===== src/rtl/pinc_pkg.sv =====
package pinc_pkg;
  localparam int MODE_W    = 3;
  localparam int SEL_W     = MODE_W - 1;
  localparam int NUM_RATES = 2 ** SEL_W;
  localparam int NUM_CH    = 2;

  typedef enum logic [MODE_W-1:0] {
    M_PASS = 3'b000,
    M_AND  = 3'b001,
    M_OR   = 3'b010,
    M_XOR  = 3'b011
  } comb_mode_e;
endpackage


===== src/rtl/pinc_combiner.sv =====
module pinc_combiner
  import pinc_pkg::*;
(
  input  logic [SEL_W-1:0] op,
  input  logic             a,
  input  logic             b,
  output logic             ya,
  output logic             yb
);
  always_comb begin
    yb = b;
    unique case (comb_mode_e'({1'b0, op}))
      M_AND:   ya = a & b;
      M_OR:    ya = a | b;
      M_XOR:   ya = a ^ b;
      default: ya = a;
    endcase
  end
endmodule


===== src/rtl/pinc_rate_sel.sv =====
module pinc_rate_sel
  import pinc_pkg::*;
(
  input  logic [NUM_RATES-1:0] stb,
  input  logic [SEL_W-1:0]     sel,
  output logic                 pick
);
  always_comb begin
    pick = 1'b0;
    for (int i = 0; i < NUM_RATES; i++)
      if (sel == SEL_W'(i)) pick = stb[i];
  end
endmodule


===== src/rtl/pinc_deglitch.sv =====
module pinc_deglitch #(
  parameter int DEPTH = 3
) (
  input  logic clk,
  input  logic rst,
  input  logic load,
  input  logic sample_en,
  input  logic din,
  output logic dout
);
  logic [DEPTH-1:0] hist;
  logic [DEPTH-1:0] hist_nxt;

  assign hist_nxt = {hist[DEPTH-2:0], din};

  always_ff @(posedge clk) begin
    if (rst) begin
      hist <= '0;
      dout <= 1'b0;
    end else if (load) begin
      hist <= {DEPTH{din}};
      dout <= din;
    end else if (sample_en) begin
      hist <= hist_nxt;
      if (&hist_nxt)       dout <= 1'b1;
      else if (~|hist_nxt) dout <= 1'b0;
    end
  end

  // without a sample or a load the output holds
  p_hold_r8: assert property (@(posedge clk) disable iff (rst)
    (!$past(rst) && !$past(load) && !$past(sample_en)) |-> $stable(dout));
  // rising only with a unanimous history of ones
  p_unan_rise_r9: assert property (@(posedge clk) disable iff (rst)
    ($rose(dout) && !$past(load)) |-> (&hist));
  // falling only with a unanimous history of zeros
  p_unan_fall_r9: assert property (@(posedge clk) disable iff (rst)
    ($fell(dout) && !$past(load)) |-> (~|hist));
  // a load copies the input level to the output
  p_load_r10: assert property (@(posedge clk) disable iff (rst)
    (!$past(rst) && $past(load)) |-> (dout == $past(din)));
endmodule


===== src/rtl/pinc_cond_top.sv =====
module pinc_cond_top
  import pinc_pkg::*;
#(
  parameter int FILT_DEPTH = 3
) (
  input  logic                 clk,
  input  logic                 rst,
  input  logic                 in_a,
  input  logic                 in_b,
  input  logic [MODE_W-1:0]    mode,
  input  logic [NUM_RATES-1:0] rate_stb,
  output logic                 out_a,
  output logic                 out_b
);
  logic              filt_mode;
  logic              filt_mode_q;
  logic              load;
  logic              rate_pick;
  logic              sample_en;
  logic              comb_a, comb_b;
  logic [NUM_CH-1:0] comb_q;
  logic [NUM_CH-1:0] raw;
  logic [NUM_CH-1:0] filt_q;

  assign filt_mode = mode[MODE_W-1];
  assign raw       = {in_b, in_a};
  assign load      = filt_mode & ~filt_mode_q;
  assign sample_en = filt_mode & rate_pick & ~load;

  pinc_combiner u_comb (
    .op (mode[SEL_W-1:0]),
    .a  (in_a),
    .b  (in_b),
    .ya (comb_a),
    .yb (comb_b)
  );

  pinc_rate_sel u_rsel (
    .stb  (rate_stb),
    .sel  (mode[SEL_W-1:0]),
    .pick (rate_pick)
  );

  for (genvar c = 0; c < NUM_CH; c++) begin : g_ch
    pinc_deglitch #(.DEPTH(FILT_DEPTH)) u_dg (
      .clk       (clk),
      .rst       (rst),
      .load      (load),
      .sample_en (sample_en),
      .din       (raw[c]),
      .dout      (filt_q[c])
    );
  end

  always_ff @(posedge clk) begin
    if (rst) begin
      filt_mode_q <= 1'b0;
      comb_q      <= '0;
    end else begin
      filt_mode_q <= filt_mode;
      comb_q      <= {comb_b, comb_a};
    end
  end

  assign out_a = filt_mode_q ? filt_q[0] : comb_q[0];
  assign out_b = filt_mode_q ? filt_q[1] : comb_q[1];

  // pass-through of A in the default mode
  p_pass_a_r2: assert property (@(posedge clk) disable iff (rst)
    (!$past(rst) && $past(mode) == M_PASS) |-> (out_a == $past(in_a)));
  // AND merge on the A path
  p_and_r3: assert property (@(posedge clk) disable iff (rst)
    (!$past(rst) && $past(mode) == M_AND) |-> (out_a == ($past(in_a) & $past(in_b))));
  // XOR merge on the A path
  p_xor_r5: assert property (@(posedge clk) disable iff (rst)
    (!$past(rst) && $past(mode) == M_XOR) |-> (out_a == ($past(in_a) ^ $past(in_b))));
  // B passes through in every unfiltered mode
  p_bpass_r6: assert property (@(posedge clk) disable iff (rst)
    (!$past(rst) && !$past(mode[MODE_W-1])) |-> (out_b == $past(in_b)));
  // outputs are low right after a reset edge
  p_rst_low_r1: assert property (@(posedge clk)
    $past(rst) |-> (!out_a && !out_b));
endmodule


===== config.mk =====
export PLATFORM = sky130hd
export DESIGN_NAME = pinc_cond_top
export DESIGN_NICKNAME = d
export VERILOG_FILES = /design/src/rtl/pinc_pkg.sv /design/src/rtl/pinc_combiner.sv /design/src/rtl/pinc_rate_sel.sv /design/src/rtl/pinc_deglitch.sv /design/src/rtl/pinc_cond_top.sv
export SDC_FILE = /design/constraint.sdc
export NUM_CORES = 1
export LEC_CHECK = 0
export CORE_AREA = 2 2 39 41
export CTS_CLUSTER_DIAMETER = 80
export CTS_CLUSTER_SIZE = 12
export DETAILED_ROUTE_END_ITERATION = 6
export DIE_AREA = 0 0 41 43
export PLACE_DENSITY = 0.67
export SKIP_CTS_REPAIR_TIMING = 1
export SLEW_MARGIN = 20
export SYNTH_ARGS = -nofsm -noshare
export SYNTH_HDL_FRONTEND = slang
export SYNTH_HIERARCHICAL = 1
export SYNTH_SLANG_ARGS = --single-unit
export TNS_END_PERCENT = 5

===== constraint.sdc =====
create_clock -name clk -period 1.6 [get_ports clk]
set_input_delay 0.16 -clock clk [delete_from_list [all_inputs] [get_ports clk]]
set_output_delay 0.16 -clock clk [all_outputs]
set_load 0.05 [all_outputs]

==> flow_summary.html <==
<table>
<tr><th>Metric</th><th>Value</th></tr>
<tr><th colspan="2">Yosys</th></tr>
<tr><td>Synth top area cells</td><td>dfxtp_1 (36%), mux4_2 (9.0%), a2111oi_2 (6.0%)</td></tr>
<tr><td>Post-synth top area share</td><td>36.0%</td></tr>
<tr><td>Main flop type after synthesis</td><td>dfxtp_1</td></tr>
<tr><td>Async set or reset register ratio after synthesis</td><td>0%</td></tr>
<tr><td>Synth top cells by count</td><td>dfxtp_1 (9), inv_1 (5), a211oi_1 (4), nor2b_1 (4)</td></tr>
<tr><td>Flop and latch count out of synthesis</td><td>9</td></tr>
<tr><td>Share of the yosys chip area belonging to registers</td><td>36.0%</td></tr>
<tr><td>Syn Area/Cell</td><td>between 10 and 15 um2</td></tr>
<tr><td>Number of enable-type register cells in the synthesized netlist</td><td>0</td></tr>
<tr><td>Cell taking the most area after synthesis</td><td>dfxtp_1</td></tr>
<tr><td>Synth unique cells</td><td>18</td></tr>
<tr><td>Netlist area before placement</td><td>roughly 500 um2</td></tr>
<tr><td>Number of warning messages in the yosys log</td><td>6</td></tr>
<tr><td>Post-Syn Instances</td><td>48</td></tr>
<tr><td>Cell with the most instances after synthesis</td><td>dfxtp_1</td></tr>
<tr><td>Post-Syn Nets</td><td>61</td></tr>
<tr><th colspan="2">Pwr</th></tr>
<tr><td>Net switching share of the total power</td><td>28.0%</td></tr>
<tr><td>Share of total power in sequential cells</td><td>43.6%</td></tr>
<tr><td>Highest ir drop seen on vdd</td><td>0.313 mV</td></tr>
<tr><td>Proportion of power drawn by combinational gates</td><td>between 20% and 30%</td></tr>
<tr><td>Leakage power figure</td><td>0.359 nW</td></tr>
<tr><td>Proportion of power drawn by the clock network</td><td>31.2%</td></tr>
<tr><td>Net Switching</td><td>161 uW</td></tr>
<tr><td>Cell area power density</td><td>758 nW/um2</td></tr>
<tr><td>Total internal power</td><td>about 410 uW</td></tr>
<tr><th colspan="2">Detailed routing</th></tr>
<tr><td>Antenna-violating nets left</td><td>0</td></tr>
<tr><td>Total number of vias</td><td>481</td></tr>
<tr><td>Post-DR wirelength/cell</td><td>14.4 um</td></tr>
<tr><td>Vias/cell</td><td>about 5.5</td></tr>
<tr><td>DRC</td><td>0</td></tr>
<tr><td>Initial DRC Count</td><td>3</td></tr>
<tr><td>DRT Pass-1 Iters</td><td>4</td></tr>
<tr><td>Wire length reported by the detailed router</td><td>1260 um</td></tr>
<tr><th colspan="2">Layout</th></tr>
<tr><td>Final core utilization</td><td>54.9%</td></tr>
<tr><td>Filler Cells Inserted</td><td>125</td></tr>
<tr><td>Layout cells sized above 1</td><td>31.9%</td></tr>
<tr><td>Flip-flop and latch area</td><td>180 um2</td></tr>
<tr><td>Total number of nets in the final design</td><td>86</td></tr>
<tr><td>Area taken by multi-input logic gates</td><td>around 320 um2</td></tr>
<tr><td>Diode insertion count for antenna repair</td><td>0</td></tr>
<tr><td>Growth of design area from synthesis to finish</td><td>51.7%</td></tr>
<tr><th colspan="2">Placed design</th></tr>
<tr><td>Post-DP HPWL</td><td>786 um</td></tr>
<tr><td>Number of port buffers</td><td>12</td></tr>
<tr><td>GP Congestion</td><td>0.741</td></tr>
<tr><th colspan="2">Floorplan</th></tr>
<tr><td>Die outline area</td><td>1760 um2</td></tr>
<tr><td>Core Region</td><td>1380 um2</td></tr>
<tr><td>Die Span Y</td><td>43 um</td></tr>
<tr><td>Number of rows created at floorplan</td><td>14</td></tr>
<tr><td># IOs</td><td>13</td></tr>
<tr><td>Die span in x</td><td>41 um</td></tr>
<tr><td>Starting Density</td><td>36.2%</td></tr>
<tr><th colspan="2">Timing</th></tr>
<tr><td>Time the worst path needs with I/O delays and setup</td><td>around 1400 ps</td></tr>
<tr><td>Largest clock skew in the final design</td><td>just over 0.9 ps</td></tr>
<tr><td>Final hold violations</td><td>0</td></tr>
<tr><td>Final worst-path cycle share</td><td>90.4%</td></tr>
<tr><td>Count of endpoints failing setup in the final report</td><td>0</td></tr>
<tr><td>Final Slew Violations</td><td>0</td></tr>
<tr><td>Setup repair after global routing missed its margin</td><td>false</td></tr>
<tr><td>Final Hold Slack</td><td>433 ps</td></tr>
<tr><td>Worst-margin pin slew</td><td>410 ps</td></tr>
<tr><td>Remaining max-slew budget at the tightest pin</td><td>72.6%</td></tr>
<tr><td>Maximum clock frequency</td><td>692 MHz</td></tr>
<tr><th colspan="2">Global routing</th></tr>
<tr><td>Fraction of met2 tracks used by global routing</td><td>19.7%</td></tr>
<tr><td>Via count of the first global-routing pass</td><td>402</td></tr>
<tr><td>GRT met1 Usage</td><td>15.9%</td></tr>
<tr><td>Largest net degree at the start of global routing</td><td>15</td></tr>
<tr><td>Met3 demand-to-capacity share in global routing</td><td>3.14%</td></tr>
<tr><td>Initial antenna violation count</td><td>0</td></tr>
<tr><td>Remaining global-route overflow</td><td>0</td></tr>
<tr><td>First-pass GRT wire length</td><td>1570 um</td></tr>
<tr><td>Busiest layer in global routing</td><td>met2</td></tr>
<tr><td>Total track usage</td><td>13.4%</td></tr>
<tr><th colspan="2">Worst setup path</th></tr>
<tr><td>Critical path class</td><td>input pin to flop</td></tr>
<tr><td>Highest net fanout along the worst path</td><td>6</td></tr>
<tr><td>Beginning of the critical path</td><td>mode[0]</td></tr>
<tr><td>Arrival @ worst endpoint</td><td>1600 ps</td></tr>
<tr><td>Category of the worst setup path capture point</td><td>flop</td></tr>
<tr><td>R2r startpoint</td><td>filt_mode_q</td></tr>
<tr><td>Kind of launch point of the worst setup path</td><td>input pin</td></tr>
<tr><td>Endpoint required time on the critical path</td><td>roughly 1800 ps</td></tr>
<tr><th colspan="2">Worst hold path</th></tr>
<tr><td>Min-delay src</td><td>mode[1]</td></tr>
<tr><td>Tightest Hold Check Type</td><td>input pin to flop</td></tr>
<tr><th colspan="2">Clocking</th></tr>
<tr><td>Clock tree sinks</td><td>9</td></tr>
<tr><td>CTS tree</td><td>done</td></tr>
<tr><td>Root Buffer</td><td>clkbuf_4</td></tr>
<tr><td>Clock transition at the register clock pins on the worst setup and hold paths after CTS</td><td>approximately 60 ps</td></tr>
<tr><td>CTS Buf Count</td><td>3</td></tr>
<tr><td>Count of H-tree levels built during CTS</td><td>1</td></tr>
<tr><td>Clock latency reported for the late side of the worst-skew pair</td><td>260 ps</td></tr>
<tr><td>Number of buffers on the longest clock path</td><td>2</td></tr>
<tr><th colspan="2">Outcome</th></tr>
<tr><td>Run status</td><td>finished, final reports clean</td></tr>
<tr><th colspan="2">Run</th></tr>
<tr><td>Maximum Capacitance Violations</td><td>0</td></tr>
</table>
[power by group through the flow]
stage / Clock (mW) / Sequential (mW) / Combinational, mW
after floorplan: 0 / 0.252 / 0.0742
after global placement: 0 / 0.253 / 0.132
after detailed placement: 0 / 0.253 / 0.134
after CTS: 0.184 / 0.248 / 0.134
after global routing: 0.199 / 0.253 / 0.157
final: 0.180 / 0.251 / 0.145
[worst paths after layout]
check / endpoint / slack [ps] / cells after the start
worst max-delay path: g_ch[1].u_dg/dout / 150 / 6
worst min-delay path: comb_q[0] / 430 / 4
worst min register to register: g_ch[0].u_dg/hist[0] / 490 / 2
worst max register to register: g_ch[1].u_dg/dout / 240 / 4
[worst max-delay path, stage by stage]
cell and delay, ps:
dlymetal6s2s_1 130, mux4_2 530, and3_4 220, or4b_4 210, o31ai_4 60, a2111oi_2 290
[metrics by stage]
stage,cells,area (um2),setup slack (ps),TNS [ps],power (mW)
2_1_floorplan,48,500,101,0,0.326
3_3_place_gp,82,681,-434,-2230,0.385
3_5_place_dp,82,681,-478,-2490,0.387
4_1_cts,86,707,-210,-821,0.567
5_1_grt,88,759,84.8,0,0.609
6_report,88,759,154,0,0.576
[per-layer routing]
metal  wire, um  vias to the layer above
met3        122                        2
met5          0                        -
li1           -                      229
met1        526                      222
met2        598                       28
met4         14                        0
[state kept, by name, indices dropped and copies added (netlist names)]
signal          cells
comb_q              2
filt_mode_q         1
g_ch.u_dg/dout      2
g_ch.u_dg/hist      4
[area by class of cell]
type | count | share of cell area, %
Clock buffer | 4 | 3.46
Sequential cell | 9 | 23.7
Multi-Input combinational cell | 34 | 42.7
Inverter | 5 | 2.47
Tap cell | 16 | 2.64
Timing Repair Buffer | 20 | 25.0
[cell families after synthesis]
family	count (synthesis)	synth area share (%)
AO/OA/AOI/OAI	14	22.5
flip-flops	9	36.0
adder cells (fa/ha/maj)	2	5.00
multiplexers	4	15.0
buffers and inverters	6	5.25
AND/OR/NAND/NOR	13	16.3
[placed cells by master (no fill, tap or decap)]
cell,netlist,layout
and3_2,0,1
or4b_4,0,1
buf_4,1,10
nand2_1,2,2
or4b_1,2,1
dlymetal6s2s_1,0,6
ha_1,2,2
o31ai_4,0,1
nor2_1,2,2
clkbuf_4,0,3
a211oi_1,4,4
mux2_4,2,2
mux4_2,2,2
a2111oi_2,2,2
a21oi_1,2,2
and3_4,0,1
and2b_1,2,2
o31ai_1,2,1
inv_1,5,5
o21ai_0,2,2
clkbuf_1,0,1
nor2b_1,4,4
a311oi_1,2,2
dfxtp_1,9,9
clkdlybuf4s50_1,0,4
(Power assumes the default switching activity.)
